`src/rtl/iq_desc_pkg.sv`:
```
package iq_desc_pkg;

    localparam int TYPE_W   = 4;
    localparam int WORD_W   = 64;
    localparam int RID_W    = 16;
    localparam int PASID_W  = 20;
    localparam int GRP_W    = 9;
    localparam int RCODE_W  = 4;
    localparam int NFLAG    = 3;

    localparam logic [TYPE_W-1:0] TYPE_WAIT   = 4'h5;
    localparam logic [TYPE_W-1:0] TYPE_GRPRSP = 4'h9;

    // wait descriptor flag field
    localparam int FLAG_LSB  = 4;

    // page group response field positions
    localparam int PP_BIT    = 4;
    localparam int RCODE_LSB = 12;
    localparam int RID_LSB   = 16;
    localparam int PASID_LSB = 32;
    localparam int GRP_LSB   = 3;

    typedef enum logic [1:0] {
        RSP_SUCCESS = 2'b00,
        RSP_INVREQ  = 2'b01,
        RSP_FAILURE = 2'b10
    } rsp_code_e;

    typedef struct packed {
        logic [RID_W-1:0]   rid;
        logic [PASID_W-1:0] pasid;
        logic [GRP_W-1:0]   grp;
        rsp_code_e          code;
    } rsp_evt_t;

    function automatic logic [WORD_W-1:0] field_mask(input int width, input int lsb);
        logic [WORD_W-1:0] m;
        m = ((WORD_W'(1) << width) - WORD_W'(1)) << lsb;
        return m;
    endfunction

    function automatic logic [WORD_W-1:0] lo_used_mask();
        return field_mask(1, PP_BIT) | field_mask(RCODE_W, RCODE_LSB) |
               field_mask(RID_W, RID_LSB) | field_mask(PASID_W, PASID_LSB);
    endfunction

    function automatic logic [WORD_W-1:0] hi_used_mask();
        return field_mask(GRP_W, GRP_LSB);
    endfunction

    function automatic rsp_code_e map_code(input logic [RCODE_W-1:0] raw);
        rsp_code_e c;
        if (raw == RCODE_W'(0))      c = RSP_SUCCESS;
        else if (raw == RCODE_W'(1)) c = RSP_INVREQ;
        else                         c = RSP_FAILURE;
        return c;
    endfunction

endpackage

```
`src/rtl/iq_grprsp_decode.sv`:
```
module iq_grprsp_decode
    import iq_desc_pkg::*;
(
    input  logic [WORD_W-1:0] lo,
    input  logic [WORD_W-1:0] hi,
    output logic              legal,
    output rsp_evt_t          evt
);
    localparam logic [WORD_W-1:0] LO_RSVD = ~lo_used_mask();
    localparam logic [WORD_W-1:0] HI_RSVD = ~hi_used_mask();

    logic rsvd_hit;
    logic pp;

    always_comb begin
        rsvd_hit  = |(lo & LO_RSVD) || |(hi & HI_RSVD);
        pp        = lo[PP_BIT];
        legal     = !rsvd_hit && pp;
        evt.rid   = lo[RID_LSB +: RID_W];
        evt.pasid = lo[PASID_LSB +: PASID_W];
        evt.grp   = hi[GRP_LSB +: GRP_W];
        evt.code  = map_code(lo[RCODE_LSB +: RCODE_W]);
    end
endmodule

```
`config.mk`:
```
export PLATFORM = sky130hd
export DESIGN_NAME = iq_grprsp_decode
export DESIGN_NICKNAME = d
export VERILOG_FILES = /design/src/rtl/iq_desc_pkg.sv /design/src/rtl/iq_grprsp_decode.sv
export SDC_FILE = /design/constraint.sdc
export NUM_CORES = 1
export LEC_CHECK = 0
export ABC_CLOCK_PERIOD_IN_PS = 1350
export BUFFER_PORTS_ARGS = -buffer_cell sky130_fd_sc_hd__clkbuf_2
export CAP_MARGIN = 10
export CORE_AREA = 2 2 67 69
export DETAILED_ROUTE_END_ITERATION = 10
export DIE_AREA = 0 0 69 71
export GPL_TIMING_DRIVEN = 0
export PLACE_DENSITY = 0.63
export SLEW_MARGIN = 40
export SYNTH_ARGS = -nofsm -noshare
export SYNTH_HDL_FRONTEND = slang
export SYNTH_SLANG_ARGS = --single-unit
```
`constraint.sdc`:
```
create_clock -name vclk -period 1.35
set_input_delay 0.0675 -clock vclk [all_inputs]
set_output_delay 0.0675 -clock vclk [all_outputs]
set_load 0.03 [all_outputs]
```
After elaboration in Yosys (flattened, before gate mapping)
Cells that the tools add are included.
{ "totals": {"ff_bits": 0, "latch_bits": 0, "ram_bits": 0, "romBits": 0, "input_bits": 128, "word_cells": 9, "n_memories": 0} }
{ "classes": {"add_sub_neg": 0, "n_mul": 0, "div": 0, "order_cmp": 0, "n_eq_ne": 1, "shift": 0, "n_mux": 2, "bitwise": 0, "reduce_logical": 6} }
{ "op_table": {"columns": ["cell", "count"], "rows": [
  ["OR reduction 55 bit", 1],
  ["OR reduction 23 bit", 1],
  ["equality test 4 x 1 -> 1 bit (second input constant)", 1],
  ["zero test 4 bit", 1],
  ["two-way mux 2 bit", 2],
  ["logical AND 1 bit", 1],
  ["zero test 1 bit", 1],
  ["logical OR 1 bit", 1]
]} }

Depth between registers and ports, before layout
Gate-level depths: netlist of the first run.
{ "logic_depth": {"word_depth": 4, "depth_mapped": 4} }

Worst setup path before layout of the first run
OpenSTA, ideal clock, no wires.
{ "synth_path": {"path_kind": "input to output", "from": "in hi[46]", "to": "out legal", "arrival_time_ns": 1.336, "path_slack_ns": -0.053, "cell_stages": 4, "n_path_buf": 0, "path_cell_list": "nor4_2 -> nand4_1 -> or4_1 -> nor2_1"} }
{ "synth_via": {"elab_chain_len": 4} }
{ "synth_lines": {"columns": ["element", "line", "text"], "rows": [
  ["start, declared", "iq_grprsp_decode.sv:5", "input logic [WORD_W-1:0] hi,"],
  ["OR reduction 55 bit", "iq_grprsp_decode.sv:16", "rsvd_hit = |(lo & LO_RSVD) || |(hi & HI_RSVD);"],
  ["logical OR 1 bit", "iq_grprsp_decode.sv:16", null],
  ["zero test 1 bit", "iq_grprsp_decode.sv:18", "legal = !rsvd_hit && pp;"],
  ["logical AND 1 bit", "iq_grprsp_decode.sv:18", null],
  ["end, declared", "iq_grprsp_decode.sv:6", "output logic legal,"]
]} }
Every way passes these cells.

Worst setup path in the final report of the first run
{ "layout_path": {"from": "in lo[54]", "to": "out legal"} }
{ "layout_via": {"elab_chain_len": 4} }
{ "layout_lines": {"columns": ["element", "line", "text"], "rows": [
  ["start, declared", "iq_grprsp_decode.sv:4", "input logic [WORD_W-1:0] lo,"],
  ["OR reduction 23 bit", "iq_grprsp_decode.sv:16", null],
  ["logical OR 1 bit", "iq_grprsp_decode.sv:16", null],
  ["zero test 1 bit", "iq_grprsp_decode.sv:18", null],
  ["logical AND 1 bit", "iq_grprsp_decode.sv:18", null]
]} }
Every way passes these cells.

==> flow_metrics.py, run 1 <==
metrics = {
    "outcome": {
        "status": "finished with violations",
        "violations": "setup timing",
    },
    "detailed_routing": {
        "drc": 0,
        "ant_nets": 0,
        "wire_per_inst_um": 11.4,
        "wirelength_um": 2950,
        "drtIter0Drc": 12,
        "firstDrtPassIters": 4,
        "vias": 1014,
        "vias_per_cell": 3.93,
    },
    "finish": {
        "final_nets": 336,
        "seq_cells": 0,
        "layout-drive-gt1-share_pct": 91.3,
        "n_clock_buffer": 0,
        "regArea_um2": 0,
        "syn2layout_area_growth_pct": 156,
        "n_antenna_cell": 0,
        "stdcell_count": 258,
        "multiInputGateArea_um2": 297,
        "fillCellCount": 460,
    },
    "floorplan": {
        "initial_utilization_pct": 13.0,
        "die_h_um": 71,
        "fp-row-count": 24,
        "pin_count": 176,
        "core_region_area_um2": 4200,
        "die_area_um2": 4900,
        "die_x_um": 69,
    },
    "yosys": {
        "syn_avg_cell_area_um2": 7.27,
        "synth_top_area_share_pct": 61.9,
        "synth_area_leaders": "buf_4, nor4_1, nor4_2",
        "synth_cells": 75,
        "ys_warn_count": 0,
        "yosysMostFrequentCell": "buf_4",
        "netlist_area_um2": 546,
        "synth_common_cells": "buf_4, nor4_1, nand4_1",
        "yosysSeqAreaShare_pct": 0,
        "synth_cell_type_count": 10,
        "synth_nets": 203,
        "synth_area_leader_cell": "buf_4",
    },
    "flow_run": {
        "max_cap_violations": 0,
    },
    "critical_path": {
        "required_ps": 1280,
        "crit_slowest_cell": "or4_4",
        "arrival_ps": 1380,
        "crit_fanout": 1,
        "cp-end-kind": "output port",
        "critPathBufInv": 2,
        "cp_slowest_stage_delay_ps": 560,
        "crit_family": "simple AND/OR/NAND/NOR gates",
        "critPathLaunchType": "input port",
        "crit_type": "in2out",
        "path_cells": "clkbuf_2 -> nor4_4 -> nand4_1 -> or4_4 -> nor2_4 -> buf_8",
    },
    "placement": {
        "dp_hpwl_um": 2740,
        "dp_cells": 258,
        "pre_cts_ws_ps": -283,
        "gp_congestion": 0.698,
        "numPortBuffers": 131,
    },
    "timing": {
        "rsz0062_at_grt": "yes",
        "worst_pin_slew_ps": 357,
        "finalSetupTns_ps": -92.8,
        "holdWs_ps": 395,
        "setup_violations": 1,
        "fin_crit_ps": 1440,
        "finalHoldViolations": 0,
        "fin_crit_sh_pct": 107,
        "final_critical_path_setup_slack_ps": -92.8,
        "slew_violations": 0,
        "max_slew_margin_pct": 76.0,
        "fmax_mhz": 693,
    },
    "pwr": {
        "ir_drop_v": 0.000164,
        "power_density_nw_per_um2": 350,
        "p_leak_uw": 0.000810,
    },
    "global_routing": {
        "grt_pass1_vias": 910,
        "antenna_found_initial": 0,
        "grt_pass1_wl_um": 3930,
        "grt_max_degree": 3,
        "grt_overflow": 0,
        "grt_util_all_layers_pct": 9.80,
    },
    "clock_network": {
        "cts_hold_buf": 0,
        "postCtsSetupBuffers": 0,
    },
    "worst_hold_path": {
        "hp-class": "in2out",
    },
}
==> kinds of logic (layout without fill, tap and decap cells) <==
family	after synthesis	count (layout)	share of synthesized area, %
buffers and inverters	46	177	62.6
and+or+nand+nor	29	29	37.4
==> path summary, 6_finish.rpt <==
path | startpoint | cells past startpoint | endpoint | slack (ps)
setup / recovery | lo[54] | 6 | legal | -90
hold / removal | hi[11] | 2 | evt[10] | 390
==> layout make-up <==
type,count,area share [%]
plain buffers,45,24.2
multi-input cells,29,21.3
repair buffers,131,49.6
inverters,1,0.269
well taps,52,4.67
==> placed cells by master (no fill, tap or decap) <==
master / n
nand4_1: 5
buf_6: 4
inv_1: 1
nor2_1: 1
nor4_4: 4
buf_8: 1
buf_4: 45
nor4b_4: 1
nor2_4: 1
or3_1: 1
nor4_2: 5
clkbuf_2: 126
or4_4: 1
nor3_1: 1
nor4_1: 9
==> power by group <==
| part | leakage, µW | switching [µW] | internal (µW) |
|---|---|---|---|
| logic | 0.000810 | 252 | 235 |
| registers | 0 | 0 | 0 |
| clock network | 0 | 0 | 0 |
| total | 0.000810 | 252 | 235 |
==> stage by stage <==
step,area [µm²],util (%),total power [µW]
global placement,1270,30.2,453
floorplan,548,-,269
finish,1390,33.2,487
CTS,1310,31.3,466
global route,1390,33.2,516
detailed placement,1270,30.2,458
==> layer usage <==
metal | track usage [%] | routed length [µm] | up-vias
met2 | 20.6 | 1600 | 100
met1 | 9.57 | 880 | 421
met5 | 0 | 0 | -
li1 | - | - | 493
met4 | 0 | 0 | 0
met3 | 3.56 | 465 | 0
==> what timing repair did <==
action                                  4_1_cts  5_1_grt
hold endpoints to repair                      0        0
endpoints found under the setup margin        1        1
gates resized for setup                       8       12
pin swaps                                     1        4
(Power assumes the default switching activity.)
==> inputs of run 2 (changes only) <==
--- a/config.mk
+++ b/config.mk
@@ -12,7 +12,7 @@
 export DETAILED_ROUTE_END_ITERATION = 10
 export DIE_AREA = 0 0 69 71
 export GPL_TIMING_DRIVEN = 0
-export PLACE_DENSITY = 0.63
+export PLACE_DENSITY = 0.69
 export SLEW_MARGIN = 40
 export SYNTH_ARGS = -nofsm -noshare
 export SYNTH_HDL_FRONTEND = slang
==> run 2 against run 1 <==
Against the previous run:
- sequential share of layout area unchanged
- power decreased by 4.4%
- global-route usage decreased by 0.059 points
- hold slack about the same
- sequential cell count unchanged
- clock-buffer cell count unchanged
- first-iteration DRC count decreased by 75%
- utilization decreased by 1.3 points
- the run still ends with setup timing left
- setup slack improved by 7.2 ps
- critical path depth unchanged
- via count decreased by 2.1%
- routed wire length decreased by 5.4%
==> flow_metrics.py, run 2 (synthesized netlist as in run 1, its figures left out) <==
metrics = {
    "detailed_routing": {
        "wire_per_inst_um": 10.8,
        "drc": 0,
        "top_layer_used": "met3",
        "ant_nets": 0,
        "drtIter0Drc": 3,
        "m1WireLength_um": 775,
        "wirelength_um": 2790,
        "vias": 993,
        "vias_per_cell": 3.85,
        "met3_length_um": 474,
        "firstDrtPassIters": 2,
        "wl_met2_um": 1540,
    },
    "finish": {
        "layout-drive-gt1-share_pct": 91.3,
        "regArea_um2": 0,
        "stdcell_area_um2": 1340,
        "final_common_cell": "clkbuf_2",
        "fin_util_pct": 31.9,
        "final_nets": 336,
        "fillCellCount": 455,
        "syn2layout_area_growth_pct": 146,
        "n_antenna_cell": 0,
        "seq_cells": 0,
        "n_clock_buffer": 0,
        "final_cell_mix": "clkbuf_2, buf_4, nor4_1",
    },
    "clock_network": {
        "cts_hold_buf": 0,
        "postCtsSetupBuffers": 0,
    },
    "pwr": {
        "power_density_nw_per_um2": 348,
        "ir_drop_v": 0.000176,
        "p_leak_uw": 0.000795,
    },
    "global_routing": {
        "grt_util_all_layers_pct": 9.74,
        "grt_overflow": 0,
        "grt_max_degree": 3,
        "grt_pass1_wl_um": 3980,
        "grt_pass1_vias": 933,
        "antenna_found_initial": 0,
    },
    "floorplan": {
        "fp-row-count": 24,
        "pin_count": 176,
        "die_h_um": 71,
        "core_region_area_um2": 4200,
        "die_x_um": 69,
        "die_area_um2": 4900,
        "initial_utilization_pct": 13.0,
    },
    "timing": {
        "worst_pin_slew_ps": 260,
        "setup_violations": 1,
        "final_critical_path_setup_slack_ps": -85.7,
        "fin_crit_sh_pct": 106,
        "fin_crit_ps": 1440,
        "finalHoldViolations": 0,
        "rsz0062_at_grt": "yes",
        "slew_violations": 0,
        "fmax_mhz": 697,
        "max_slew_margin_pct": 82.5,
    },
    "worst_hold_path": {
        "hp-class": "in2out",
        "min_from": "lo[29]",
        "holdPathEnd": "evt[44]",
        "min_path_cells": 2,
    },
    "placement": {
        "dp_hpwl_um": 2720,
        "gp_congestion": 0.715,
        "placed_area_um2": 1270,
        "numPortBuffers": 131,
    },
    "critical_path": {
        "required_ps": 1280,
        "crit_type": "in2out",
        "critPathLaunchType": "input port",
        "cp_slowest_stage_delay_ps": 530,
        "cp-end-kind": "output port",
        "crit_slowest_cell": "or4_4",
        "arrival_ps": 1370,
        "critPathBufInv": 2,
        "crit_fanout": 1,
        "crit_family": "simple AND/OR/NAND/NOR gates",
        "path_cells": "clkbuf_2 -> nor4_2 -> nand4_1 -> or4_4 -> nor2_4 -> buf_8",
    },
    "outcome": {
        "violations": "setup timing",
        "status": "finished with violations",
    },
    "flow_run": {
        "max_cap_violations": 0,
    },
}
run 2: changes by cell type in the layout (fill, tap and decap cells not counted), sizes merged:
cell / before / now
buf: 50 / 47
clkbuf: 126 / 129
run 2: cell type report:
| cell class | count | area, µm² | area share [%] |
|---|---|---|---|
| buffer | 45 | 338 | 25.2 |
| inverter | 1 | 3.75 | 0.280 |
| multi-input combinational | 29 | 262 | 19.5 |
| tap | 52 | 65.1 | 4.86 |
| timing repair buffer | 131 | 672 | 50.1 |
run 2: worst max path at each step:
stage / startpoint / endpoint / slack (ps) / cells after the start
global placement: lo[9] / legal / -230 / 6
detailed placement: lo[2] / legal / -240 / 6
floorplan: hi[46] / legal / 60 / 4
global route: hi[28] / legal / -170 / 6
finish: lo[9] / legal / -90 / 6
CTS: hi[29] / legal / -130 / 6
run 2: layer usage:
layer  global-route usage (%)  vias up
met3                     3.28        0
li1                         -      493
met4                        0        0
met5                        0        -
met1                     9.23      400
met2                     21.0      100
run 2: power by group:
part	switching [µW]	leakage, µW	internal [µW]	total, µW
clock network	0	0	0	0
logic	240	0.000795	226	466
registers	0	0	0	0
total	240	0.000795	226	466
run 2: timing repair:
action / CTS / global route
pin swaps: 1 / 0
setup endpoints to repair: 1 / 1
cloned: 0 / 0
resized for setup: 8 / 5
run 2: through the flow:
stage	power (µW)	setup TNS, ps	setup slack [ps]	hold WS, ps	std cells
floorplan	269	0	58.3	267	75
global placement	452	-230	-230	396	258
detailed placement	456	-245	-245	396	258
CTS	463	-134	-134	396	258
global route	495	-174	-174	397	258
finish	466	-85.7	-85.7	395	258
